`config.mk`:
```
export PLATFORM = sky130hd
export DESIGN_NAME = iack_vector_gen
export DESIGN_NICKNAME = d
export VERILOG_FILES = /design/src/rtl/ivg_pkg.sv /design/src/rtl/ivg_rst_sync.sv /design/src/rtl/ivg_capture.sv /design/src/rtl/ivg_merge.sv /design/src/rtl/ivg_seq.sv /design/src/rtl/iack_vector_gen.sv
export SDC_FILE = /design/constraint.sdc
export NUM_CORES = 1
export LEC_CHECK = 0
export BUFFER_PORTS_ARGS = -buffer_cell sky130_fd_sc_hd__buf_2
export CAP_MARGIN = 10
export CORE_ASPECT_RATIO = 1.2
export CORE_MARGIN = 2
export CORE_UTILIZATION = 50
export CTS_CLUSTER_SIZE = 24
export DETAILED_ROUTE_END_ITERATION = 10
export PLACE_DENSITY_LB_ADDON = 0.12
export SKIP_CTS_REPAIR_TIMING = 1
export SYNTH_ARGS = -nofsm -noshare
export SYNTH_HDL_FRONTEND = slang
export SYNTH_SLANG_ARGS = --single-unit
```
`constraint.sdc`:
```
create_clock -name clk -period 1.9 [get_ports clk]
set_input_delay 0.475 -clock clk [delete_from_list [all_inputs] [get_ports clk]]
set_output_delay 0.475 -clock clk [all_outputs]
set_load 0.05 [all_outputs]
```
`src/rtl/ivg_pkg.sv`:
```
package ivg_pkg;

  typedef enum logic [1:0] {
    FMT_BASE      = 2'd0,
    FMT_CHAN      = 2'd1,
    FMT_CHAN_TYPE = 2'd2,
    FMT_NONE      = 2'd3
  } vfmt_e;

  typedef enum logic [1:0] {
    ST_IDLE = 2'd0,
    ST_WAIT = 2'd1,
    ST_ACK  = 2'd2,
    ST_DONE = 2'd3
  } ackst_e;

endpackage

```
`src/rtl/ivg_rst_sync.sv`:
```
module ivg_rst_sync #(
  parameter int STAGES = 2
) (
  input  logic clk,
  input  logic rst_n,
  output logic rst_sync_n
);

  logic [STAGES-1:0] sync_q;

  always_ff @(posedge clk or negedge rst_n) begin
    if (!rst_n) begin
      sync_q <= '0;
    end else begin
      sync_q <= {sync_q[STAGES-2:0], 1'b1};
    end
  end

  assign rst_sync_n = sync_q[STAGES-1];

endmodule

```
`src/rtl/ivg_capture.sv`:
```
module ivg_capture #(
  parameter int VEC_W  = 8,
  parameter int CHAN_W = 2,
  parameter int TYPE_W = 3
) (
  input  logic              clk,
  input  logic              rst_n,
  input  logic              load,
  input  logic [VEC_W-1:0]  base_in,
  input  logic [1:0]        fmt_in,
  input  logic [CHAN_W-1:0] chan_in,
  input  logic [TYPE_W-1:0] type_in,
  output logic [VEC_W-1:0]  base_q,
  output logic [1:0]        fmt_q,
  output logic [CHAN_W-1:0] chan_q,
  output logic [TYPE_W-1:0] type_q
);

  logic [VEC_W-1:0]  base_d;
  logic [1:0]        fmt_d;
  logic [CHAN_W-1:0] chan_d;
  logic [TYPE_W-1:0] type_d;

  // next-state: hold unless a new cycle is starting
  always_comb begin
    base_d = base_q;
    fmt_d  = fmt_q;
    chan_d = chan_q;
    type_d = type_q;
    if (load) begin
      base_d = base_in;
      fmt_d  = fmt_in;
      chan_d = chan_in;
      type_d = type_in;
    end
  end

  always_ff @(posedge clk or negedge rst_n) begin
    if (!rst_n) begin
      base_q <= '0;
      fmt_q  <= ivg_pkg::FMT_NONE;
      chan_q <= '0;
      type_q <= '0;
    end else begin
      base_q <= base_d;
      fmt_q  <= fmt_d;
      chan_q <= chan_d;
      type_q <= type_d;
    end
  end

endmodule

```
`src/rtl/ivg_merge.sv`:
```
module ivg_merge #(
  parameter int VEC_W  = 8,
  parameter int CHAN_W = 2,
  parameter int TYPE_W = 3
) (
  input  logic [1:0]        fmt,
  input  logic [VEC_W-1:0]  base,
  input  logic [CHAN_W-1:0] chan,
  input  logic [TYPE_W-1:0] cause,
  output logic [VEC_W-1:0]  vec
);

  import ivg_pkg::*;

  localparam int LOW_CT = CHAN_W + TYPE_W;

  logic [VEC_W-1:0] v_chan;
  logic [VEC_W-1:0] v_chan_type;

  generate
    if (VEC_W > LOW_CT) begin : g_wide
      assign v_chan      = {base[VEC_W-1:CHAN_W], chan};
      assign v_chan_type = {base[VEC_W-1:LOW_CT], chan, cause};
    end else begin : g_narrow
      assign v_chan      = {base[VEC_W-1:CHAN_W], chan};
      assign v_chan_type = VEC_W'({chan, cause});
    end
  endgenerate

  always_comb begin
    case (vfmt_e'(fmt))
      FMT_CHAN:      vec = v_chan;
      FMT_CHAN_TYPE: vec = v_chan_type;
      default:       vec = base;
    endcase
  end

endmodule

```
`src/rtl/ivg_seq.sv`:
```
module ivg_seq #(
  parameter int ACK_DLY = 2
) (
  input  logic clk,
  input  logic rst_n,
  input  logic iack_n,
  output logic load,
  output logic window,
  output logic strobe
);

  import ivg_pkg::*;

  localparam int CNT_W = (ACK_DLY > 1) ? $clog2(ACK_DLY) : 1;
  localparam logic [CNT_W-1:0] CNT_LAST = CNT_W'(ACK_DLY - 1);

  ackst_e           state_q, state_d;
  logic [CNT_W-1:0] cnt_q, cnt_d;

  always_comb begin
    state_d = state_q;
    cnt_d   = cnt_q;
    unique case (state_q)
      ST_IDLE: begin
        cnt_d = '0;
        if (!iack_n) state_d = ST_WAIT;
      end
      ST_WAIT: begin
        if (cnt_q == CNT_LAST) begin
          state_d = ST_ACK;
          cnt_d   = '0;
        end else begin
          cnt_d = cnt_q + 1'b1;
        end
      end
      ST_ACK:  state_d = ST_DONE;
      ST_DONE: if (iack_n) state_d = ST_IDLE;
      default: state_d = ST_IDLE;
    endcase
  end

  always_ff @(posedge clk or negedge rst_n) begin
    if (!rst_n) begin
      state_q <= ST_IDLE;
      cnt_q   <= '0;
    end else begin
      state_q <= state_d;
      cnt_q   <= cnt_d;
    end
  end

  assign load   = (state_q == ST_IDLE) && !iack_n;
  assign window = (state_q == ST_WAIT) || (state_q == ST_ACK);
  assign strobe = (state_q == ST_ACK);

  // a finished cycle waits for the request to be released
  a_r10_no_restart: assert property (@(posedge clk) disable iff (!rst_n)
    (state_q == ST_DONE && !iack_n) |=> (state_q == ST_DONE));

  // strobe is a single clock
  a_r6_strobe_single: assert property (@(posedge clk) disable iff (!rst_n)
    strobe |=> !strobe);

  // strobe only follows the delay phase
  a_r6_strobe_after_wait: assert property (@(posedge clk) disable iff (!rst_n)
    $rose(strobe) |-> $past(state_q == ST_WAIT));

endmodule

```
`src/rtl/iack_vector_gen.sv`:
```
module iack_vector_gen #(
  parameter int VEC_W   = 8,
  parameter int CHAN_W  = 2,
  parameter int TYPE_W  = 3,
  parameter int ACK_DLY = 2
) (
  input  logic              clk,
  input  logic              rst_n,
  input  logic [VEC_W-1:0]  base_vec,
  input  logic [1:0]        vec_fmt,
  input  logic [CHAN_W-1:0] chan_id,
  input  logic [TYPE_W-1:0] cause_id,
  input  logic              iack_n,
  output logic [VEC_W-1:0]  vec_data,
  output logic              vec_oe,
  output logic              dack_n
);

  import ivg_pkg::*;

  logic              rst_sync_n;
  logic              load;
  logic              window;
  logic              strobe;
  logic [VEC_W-1:0]  base_q;
  logic [1:0]        fmt_q;
  logic [CHAN_W-1:0] chan_q;
  logic [TYPE_W-1:0] type_q;
  logic [VEC_W-1:0]  merged;

  ivg_rst_sync #(.STAGES(2)) u_rst (
    .clk        (clk),
    .rst_n      (rst_n),
    .rst_sync_n (rst_sync_n)
  );

  ivg_seq #(.ACK_DLY(ACK_DLY)) u_seq (
    .clk    (clk),
    .rst_n  (rst_sync_n),
    .iack_n (iack_n),
    .load   (load),
    .window (window),
    .strobe (strobe)
  );

  ivg_capture #(.VEC_W(VEC_W), .CHAN_W(CHAN_W), .TYPE_W(TYPE_W)) u_cap (
    .clk     (clk),
    .rst_n   (rst_sync_n),
    .load    (load),
    .base_in (base_vec),
    .fmt_in  (vec_fmt),
    .chan_in (chan_id),
    .type_in (cause_id),
    .base_q  (base_q),
    .fmt_q   (fmt_q),
    .chan_q  (chan_q),
    .type_q  (type_q)
  );

  ivg_merge #(.VEC_W(VEC_W), .CHAN_W(CHAN_W), .TYPE_W(TYPE_W)) u_mrg (
    .fmt   (fmt_q),
    .base  (base_q),
    .chan  (chan_q),
    .cause (type_q),
    .vec   (merged)
  );

  assign vec_oe   = window && (fmt_q != FMT_NONE) && !iack_n && rst_sync_n;
  assign vec_data = vec_oe ? merged : '0;
  assign dack_n   = !strobe;

  // never drive without an active request
  a_r9_oe_needs_iack: assert property (@(posedge clk) disable iff (!rst_sync_n)
    vec_oe |-> !iack_n);

  // the no-vector format never drives the bus
  a_r5_silent_format: assert property (@(posedge clk) disable iff (!rst_sync_n)
    (fmt_q == FMT_NONE) |-> !vec_oe);

  // a vector held across two clocks does not change
  a_r8_vec_stable: assert property (@(posedge clk) disable iff (!rst_sync_n)
    (vec_oe && $past(vec_oe)) |-> $stable(vec_data));

  // an idle bus value is zero
  a_r11_idle_zero: assert property (@(posedge clk) disable iff (!rst_sync_n)
    !vec_oe |-> (vec_data == '0));

  // drive ends once the strobe is over
  a_r7_release_after_strobe: assert property (@(posedge clk) disable iff (!rst_sync_n)
    !dack_n |=> !vec_oe);

endmodule

```
* Word level (Yosys, flattened, before mapping)
Index checks and enable logic that the tools add are counted.
** Word-level totals
- Register bits after elaboration :: 20
- Bits in latches :: 0
- Memory bits (writable) :: 0
- Bits in read-only memories :: 0
- Output and inout port bits :: 10
- Memories kept :: 0
** Operators by class
- $add $sub $neg :: 1
- Multipliers :: 0
- Divide/modulo/power cells :: 0
- Magnitude comparators :: 0
- Eq/ne operators :: 9
- Shift-type cells :: 0
- Multiplexer cells :: 8
- Bitwise operators :: 0
- Reduce and logical (&&, ||, !) cells :: 10
** Operator list (count)
- $pmux 5 s2 :: 1
- $mux 8 :: 1
- $pmux 2 s4 :: 1
- $eq 2x2->1 const B :: 3
- $mux 2 :: 3
- $ne 2x2->1 const B :: 3
- $eq 2x1->1 const B :: 2
- $logic_and 1x1->1 :: 4
- $reduce_and 3->1 :: 1
- $logic_not 1->1 :: 2
- $logic_not 2->1 :: 1
- $ne 2x1->1 const B :: 1
- $pmux 1 s2 :: 1
- $reduce_bool 2->1 :: 1
- $add 1x1->1 const B :: 1
- $logic_or 1x1->1 :: 1
- $mux 1 :: 1

* Depth between registers and ports, before layout
Gate-level depths: netlist of run 1.
- Depth in word-level cells :: 6
- Gate-level depth with buffers :: 7
- Mapped depth without buffers :: 5

* Modules after synthesis
Synthesis of run 1 repeated with hierarchy kept, for this count alone.
** Unflattened totals
- Cell total of the unflattened synthesis :: 85
- Area, all modules :: 1104.8 sq um
** By module, submodules not included
- ivg_capture :: times used 1, cells an instance 32, area each 615.6 sq um, seq. area each 377.9 sq um
- ivg_seq :: times used 1, cells an instance 20, area each 217.7 sq um, seq. area each 75.1 sq um
- ivg_merge :: times used 1, cells an instance 18, area each 128.9 sq um, seq. area each 0.0 sq um
- iack_vector_gen :: times used 1, cells an instance 12, area each 88.8 sq um, seq. area each 0.0 sq um
- ivg_rst_sync :: times used 1, cells an instance 3, area each 53.8 sq um, seq. area each 50.0 sq um

* Worst setup path before layout of run 1
No wires, ideal clock.
- Path kind :: register to output
- From :: reg u_cap.fmt_q[0]
- To :: out vec_data[0]
- Arrival :: 2.137 ns
- Data required time :: 1.425 ns
- Slack :: -0.712 ns
- Cell stages (with the launch flop) :: 5
- Buffers on the path :: 0
- Cells stage by stage :: dfstp_2 > inv_1 > ha_1 > nor2b_1 > nor3_1
** On the way
- Longest elaborated chain between the ends :: 5
- Elaborated cells on any way between the ends :: 8
- Classes of those cells :: 3 x eq/ne; 2 x mux; 3 x reduce/logical
** RTL lines
- from (decl) :: RTL line ivg_capture.sv:14 : output logic [1:0] fmt_q,
- from (signal assigned) :: RTL line ivg_capture.sv:41 : fmt_q <= ivg_pkg::FMT_NONE;
- from (signal assigned) :: RTL line ivg_capture.sv:46 : fmt_q <= fmt_d;
- $ne 2x2->1 :: RTL line iack_vector_gen.sv:68 : assign vec_oe = window && (fmt_q != FMT_NONE) && !iack_n && rst_sync_n;
- $logic_and 1x1->1 (3 in a row) :: RTL line iack_vector_gen.sv:68
- $mux 8 * :: RTL line iack_vector_gen.sv:69 : assign vec_data = vec_oe ? merged : '0;
- to (decl) :: RTL line iack_vector_gen.sv:14 : output logic [VEC_W-1:0] vec_data,
Every way passes the cells marked *; elsewhere a longest branch is shown, timed or not.

* Worst setup path after layout of run 1
- From :: reg u_cap.fmt_q[1]
- To :: out vec_data[4]
The elaborated chain is that of the path after synthesis.

==> results of run 1 <==
[cells by family after synthesis]
logic type / count (synthesis) / share of synthesized area (%)
buffers and inverters: 8 / 4.433
adders and majority gates: 8 / 9.853
other: 1 / 0.3691
AOI/OAI and AO/OA: 11 / 6.158
muxes: 16 / 19.71
DFF: 20 / 49.51
and+or+nand+nor: 20 / 9.975
[final timing paths]
| check | to | slack, ns | startpoint | cells past startpoint |
|---|---|---|---|---|
| worst min-delay path | u_cap.type_q[1] | 0.28 | u_rst.sync_q[1] | 1 |
| worst max register to register | u_cap.type_q[0] | 0.41 | u_seq.state_q[1] | 5 |
| worst min register to register | u_cap.type_q[1] | 0.28 | u_rst.sync_q[1] | 1 |
| worst max-delay path | vec_data[4] | -0.40 | u_cap.fmt_q[1] | 6 |
| min in group clk | u_cap.fmt_q[1] | 0.35 | vec_fmt[1] | 3 |
| max in group asynchronous | u_rst.sync_q[1] | 1.35 | rst_n | 2 |
[through the flow]
step	instance area (um^2)	utilization, %	hold slack [ns]	setup slack [ns]
floorplan	1140	-	0.1680	-0.07928
global placement	1381	73.80	0.2613	-0.09529
detailed placement	1381	73.80	0.2661	-0.1883
CTS	1434	76.60	-0.07409	-0.5527
global route	1587	84.76	0.3123	-0.4427
finish	1587	84.76	0.2809	-0.3970
[placed cells by master, fill, tap and decap left out, types with 2 or more instances in the layout]
master / count
a21oi_4: 3
and2_4: 3
buf_2: 17
buf_4: 17
buf_6: 9
clkbuf_4: 3
dfrtp_1: 17
dfstp_2: 2
ha_1: 4
ha_4: 4
inv_1: 3
inv_2: 2
mux2_2: 8
mux2_4: 6
mux2i_1: 2
nand2_1: 6
nand2b_1: 2
nor2b_2: 2
nor3_4: 2
o21ai_0: 3
o21ai_2: 2
[critical path, cell delays in order (launching register included)]
cell and delay, ns:
dfstp_2 0.57, buf_6 0.11, ha_4 0.24, nor2b_4 0.14, nand2_1 0.11, a21oi_4 0.15
buf_6 0.17
[flip-flops by register name, indices dropped and copies added (netlist names)]
signal,flops
u_cap.type_q,3
u_rst.sync_q,2
u_seq.cnt_q,1
u_cap.chan_q,2
u_cap.fmt_q,2
u_seq.state_q,2
u_cap.base_q,8
[power by group through the flow]
stage | clock network (mW) | logic (mW) | registers [mW]
detailed placement | 0 | 1.48 | 0.791
CTS | 0.355 | 1.49 | 0.781
global placement | 0 | 1.43 | 0.779
floorplan | 0 | 1.07 | 0.760
finish | 0.357 | 1.75 | 0.795
global route | 0.381 | 1.88 | 0.820
[final cells by class]
type / instances / area share, %
clock buffers: 3 / 1.420
clock inverters: 1 / 1.893
inverters: 6 / 1.656
multi-input cells: 56 / 40.38
flip-flops and latches: 20 / 31.78
well taps: 19 / 1.498
repair buffers: 45 / 21.37
[metal layers]
| metal | vias up | global-route usage, % | routed length, um |
|---|---|---|---|
| li1 | 378 | - | - |
| met1 | 392 | 21.15 | 893 |
| met3 | 3 | 3.754 | 94 |
| met2 | 28 | 35.71 | 1343 |
| met4 | 0 | 6.863 | 35 |
| met5 | - | 0 | 0 |
==> flow_summary.json, run 1 <==
{
  "routed_wl_um": 2367,
  "syn_to_final_growth_pct": 56.16,
  "clkTransAtPathRegs_ns": 0.12,
  "drt_first_pass_iters": 4,
  "initial_utilization_pct": 54.28,
  "multi_input_area_um2": 640.6,
  "max-vdd-ir-drop_mv": 1.218,
  "ys.flop_type": "dfrtp_1",
  "maxCapViolations": 0,
  "cts.path.max_buffers": 2,
  "hold_path_class": "reg2async",
  "core_area_mm2": 0.001872,
  "fin_tns_setup_ns": -3.046,
  "status": "complete, but fails checks",
  "path_max_fanout": 8,
  "cp.required_ns": 1.42,
  "worst_slack_ns": -0.3970,
  "clock-sinks": 20,
  "initialDrtViolationCount": 11,
  "fin_nets": 158,
  "power.density_mw_per_mm2": 1831,
  "first_global_vias": 790,
  "clk_latency_ns": 0.32,
  "critPathKind": "reg2out",
  "antenna_found_initial": 0,
  "synth_cell_types": 19,
  "total_power_mw": 2.904,
  "ys.warnings.count": 0,
  "syn-mean-instance-area_um2": 12.09,
  "synth_area_mm2": 0.001016,
  "tritoncts": "yes",
  "wl_per_cell_um": 15.78,
  "row_count": 17,
  "grt_pass1_wl_um": 3284,
  "setup_viol": 9,
  "dp_cells": 142,
  "swShare_pct": 40.17,
  "synth_top_area_cell": "dfrtp_1",
  "seqPwrFrac_pct": 27.4,
  "n_fill_cell": 107,
  "crit_path_end_kind": "output pin",
  "syn_inst": 84,
  "die_w_um": 45.15,
  "skew_ns": 0.01288,
  "start_kind": "flip-flop",
  "overflow": 0,
  "intPower_mw": 1.738,
  "cts-root-buf": "clkbuf_4",
  "grt_max_degree": 19,
  "fin_crit_sh_pct": 120.9,
  "drcViolationCount": 0,
  "regArea_um2": 504.2,
  "violations": "setup timing",
  "p_sw_mw": 1.167,
  "die_area_mm2": 0.002410,
  "gp_congestion": 0.7589,
  "timing.fmax_mhz": 435.4,
  "vias_per_cell": 5.340,
  "rsz0062_at_grt": "true",
  "port_buffers": 27,
  "hpwl_um": 1549,
  "critPathArrivalTime_ns": 1.82,
  "ys_seq_elements": 20,
  "p_leak_nw": 0.7192,
  "routed-via-count": 801,
  "drv_slew": 0,
  "post-route-min-period_ns": 2.297,
  "grt_usage_pct": 19.30,
  "synth_top_area_share_pct": 44.33,
  "diodes": 0,
  "ioPinCount": 28,
  "htree_levels": 1,
  "synth_edf_count": 0,
  "ys_seq_area_share_pct": 49.51,
  "cts_made_buffers": 3,
  "synthArstFlopShare_pct": 100.0,
  "drtAntennaViolNets": 0,
  "combPwrFrac_pct": 60.4,
  "synth_most_common_cell": "dfrtp_1",
  "die_height_um": 53.38,
  "synth_area_leaders": "dfrtp_1 (44%), ha_1 (9.9%), mux2_2 (8.9%), mux2_4 (8.9%), dfstp_2 (5.2%)",
  "instances_no_fill": 150,
  "hold_viol_final": 0,
  "synthTopCellsByCount": "dfrtp_1 (18), ha_1 (8), mux2_2 (8)",
  "syn_nets": 110,
  "layout-drive-gt1-share_pct": 67.94,
  "clkPwrFrac_pct": 12.3
}
Note: power is estimated with default switching activity, not from simulation.
==> run 2, diff against run 1 <==
--- a/config.mk
+++ b/config.mk
@@ -5,6 +5,7 @@
 export SDC_FILE = /design/constraint.sdc
 export NUM_CORES = 1
 export LEC_CHECK = 0
+export ABC_AREA = 1
 export BUFFER_PORTS_ARGS = -buffer_cell sky130_fd_sc_hd__buf_2
 export CAP_MARGIN = 10
 export CORE_ASPECT_RATIO = 1.2
==> run 2 against run 1 <==
Effect of this change:
- the run still ends with setup timing left
- die area increased by 2.2%
- highest routed layer unchanged
- sequential share of layout area increased by 1.2 points
- global-route usage is 2.4 points higher
- count of clock-buffer cells in the layout up 1
- sequential power is 5.3% lower
- utilization down 8.5 points
- synthesized cell count grew 54%
- largest power group unchanged
- area after synthesis is 2.3% higher
- non-clock buffer count down 6
==> flow_summary.json, run 2 <==
{
  "critPathKind": "reg2out",
  "ioPinCount": 28,
  "mostFrequentLayoutCell": "nand2_1",
  "top_regs": "u_cap.base_q: 8 flops, u_cap.type_q: 3 flops",
  "synth_compound_gate_area_share_pct": 6.258,
  "path_max_fanout": 6,
  "die_height_um": 53.96,
  "hold_viol_final": 0,
  "syn_to_final_growth_pct": 47.05,
  "first_global_vias": 887,
  "critPathArrivalTime_ns": 1.73,
  "ys.flop_type": "dfrtp_1",
  "dpl_cell_area_mm2": 0.001380,
  "setup_viol": 9,
  "p_leak_nw": 0.7687,
  "fin_area_mm2": 0.001529,
  "synth_xor_area_share_pct": 0,
  "violations": "setup timing",
  "rsz0062_at_grt": "true",
  "start_kind": "flip-flop",
  "routed_wl_um": 2494,
  "synthMuxAreaShare_pct": 0,
  "worst_slack_ns": -0.3053,
  "layout_common_cells": "nand2_1 (38), buf_2 (18), dfrtp_1 (17)",
  "r2r_slack_ns": 0.55,
  "status": "complete, but fails checks",
  "fin_nets": 195,
  "largest_reg_flops": 8,
  "drt_first_pass_iters": 4,
  "antenna_found_initial": 0,
  "syn-mean-instance-area_um2": 8.060,
  "hold_path_class": "reg2async",
  "clk_latency_ns": 0.31,
  "synth_cell_types": 17,
  "die_area_mm2": 0.002462,
  "drtAntennaViolNets": 0,
  "fin_tns_setup_ns": -1.962,
  "layout-drive-gt1-share_pct": 42.86,
  "initialDrtViolationCount": 12,
  "htree_levels": 1,
  "skew_ns": 0.005885,
  "drv_slew": 0,
  "clkTransAtPathRegs_ns": 0.12,
  "rr_endpoint": "u_cap.fmt_q[0]",
  "grt_usage_pct": 21.74,
  "regMostFlops": "u_cap.base_q",
  "max-vdd-ir-drop_mv": 1.297,
  "hpwl_um": 1829,
  "initial_utilization_pct": 51.87,
  "ys_seq_area_share_pct": 48.38,
  "die_w_um": 45.63,
  "synth_most_common_cell": "nand2_1",
  "routed-via-count": 964,
  "gp_congestion": 0.8072,
  "grt_pass1_wl_um": 3795,
  "rr_worst_depth": 5,
  "syn_nets": 155,
  "tritoncts": "yes",
  "synth_area_mm2": 0.001040,
  "cts.path.max_buffers": 2,
  "synth_top_family_by_area": "simple AND/OR/NAND/NOR gates",
  "port_buffers": 27,
  "wl_per_cell_um": 13.27,
  "core_area_mm2": 0.002004,
  "crit_path_end_kind": "output pin",
  "fin_crit_sh_pct": 116.1,
  "synth_edf_count": 0,
  "power.density_mw_per_mm2": 1619,
  "r2r-start": "u_seq.state_q[0]",
  "overflow": 0,
  "synth_top_area_share_pct": 43.32,
  "vias_per_cell": 5.128,
  "clock-sinks": 20,
  "synth_top_area_cell": "dfrtp_1",
  "synth_area_leaders": "dfrtp_1 (43%), nand2_1 (16%), ha_1 (9.6%), nand3_1 (5.3%), dfstp_2 (5.1%)",
  "synthArstFlopShare_pct": 100.0,
  "synth_fa_ha_area_share_pct": 9.627,
  "synthTopCellsByCount": "nand2_1 (43), dfrtp_1 (18), inv_1 (13)",
  "syn_inst": 129,
  "row_count": 18,
  "diodes": 0,
  "maxCapViolations": 0,
  "cts_made_buffers": 3,
  "grt_max_degree": 21,
  "ys.warnings.count": 0,
  "cp.required_ns": 1.42,
  "cts-root-buf": "clkbuf_4",
  "timing.fmax_mhz": 453.5,
  "post-route-min-period_ns": 2.205,
  "ys_seq_elements": 20,
  "drcViolationCount": 0,
  "yosys.area_share.simple_pct": 27.56
}
run 2: logic make-up after synthesis:
logic type      count (synthesis)
simple gates                   69
other cells                     1
compound gates                 13
fa+ha+maj                       8
buf+inv                        18
flops                          20
run 2: metal layers:
layer | global-route usage (%) | part of all wire [%] | wire length [um]
met1 | 24.58 | 40 | 988
met2 | 41.31 | 56 | 1397
met3 | 2.013 | 2.8 | 70
met4 | 7.353 | 1.6 | 39
met5 | 0 | 0 | 0
run 2: worst max-delay path, cell delays in order, from the launching register on:
cell	delay, ns
dfstp_2	0.58
inv_2	0.05
ha_4	0.25
nor2_4	0.14
nand2_1	0.11
a21oi_4	0.13
buf_6	0.17
run 2: cell type report:
type                            count  area [um^2]
Multi-Input combinational cell     91        599.3
Timing Repair Buffer               39        307.8
Tap cell                           20        25.02
Inverter                           14        56.30
Fill cell                         163        475.5
Sequential cell                    20        504.2
Clock buffer                        4        36.28
run 2: through the flow:
step                      util, %  cells  worst slack [ns]  total power, mW  hold slack (ns)
after floorplan                 -    129          0.003164            1.626           0.1681
after global routing        76.28    188           -0.3626            2.658           0.3091
after CTS                   70.66    188           -0.4728            2.280         -0.07936
after global placement      68.85    184          -0.07173            1.972           0.2599
final                       76.28    188           -0.3053            2.475           0.2774
after detailed placement    68.85    184           -0.1222            2.025           0.2637
run 2: worst max path at each step:
stage                        start     endpoint  slack [ns]  depth (start not counted)
finish              u_cap.fmt_q[0]  vec_data[3]       -0.31                          6
global route        u_cap.fmt_q[0]  vec_data[3]       -0.36                          6
CTS                 u_cap.fmt_q[0]  vec_data[2]       -0.47                          6
detailed placement  u_cap.fmt_q[0]  vec_data[2]       -0.12                          6
global placement    u_cap.fmt_q[0]  vec_data[2]       -0.07                          6
floorplan           u_cap.fmt_q[0]  vec_data[2]       0.003                          5
run 2: where the power goes:
group	switching, mW	internal (mW)
Sequential	0.126	0.627
Clock	0.139	0.117
Combinational	0.860	0.606
Total	1.13	1.35
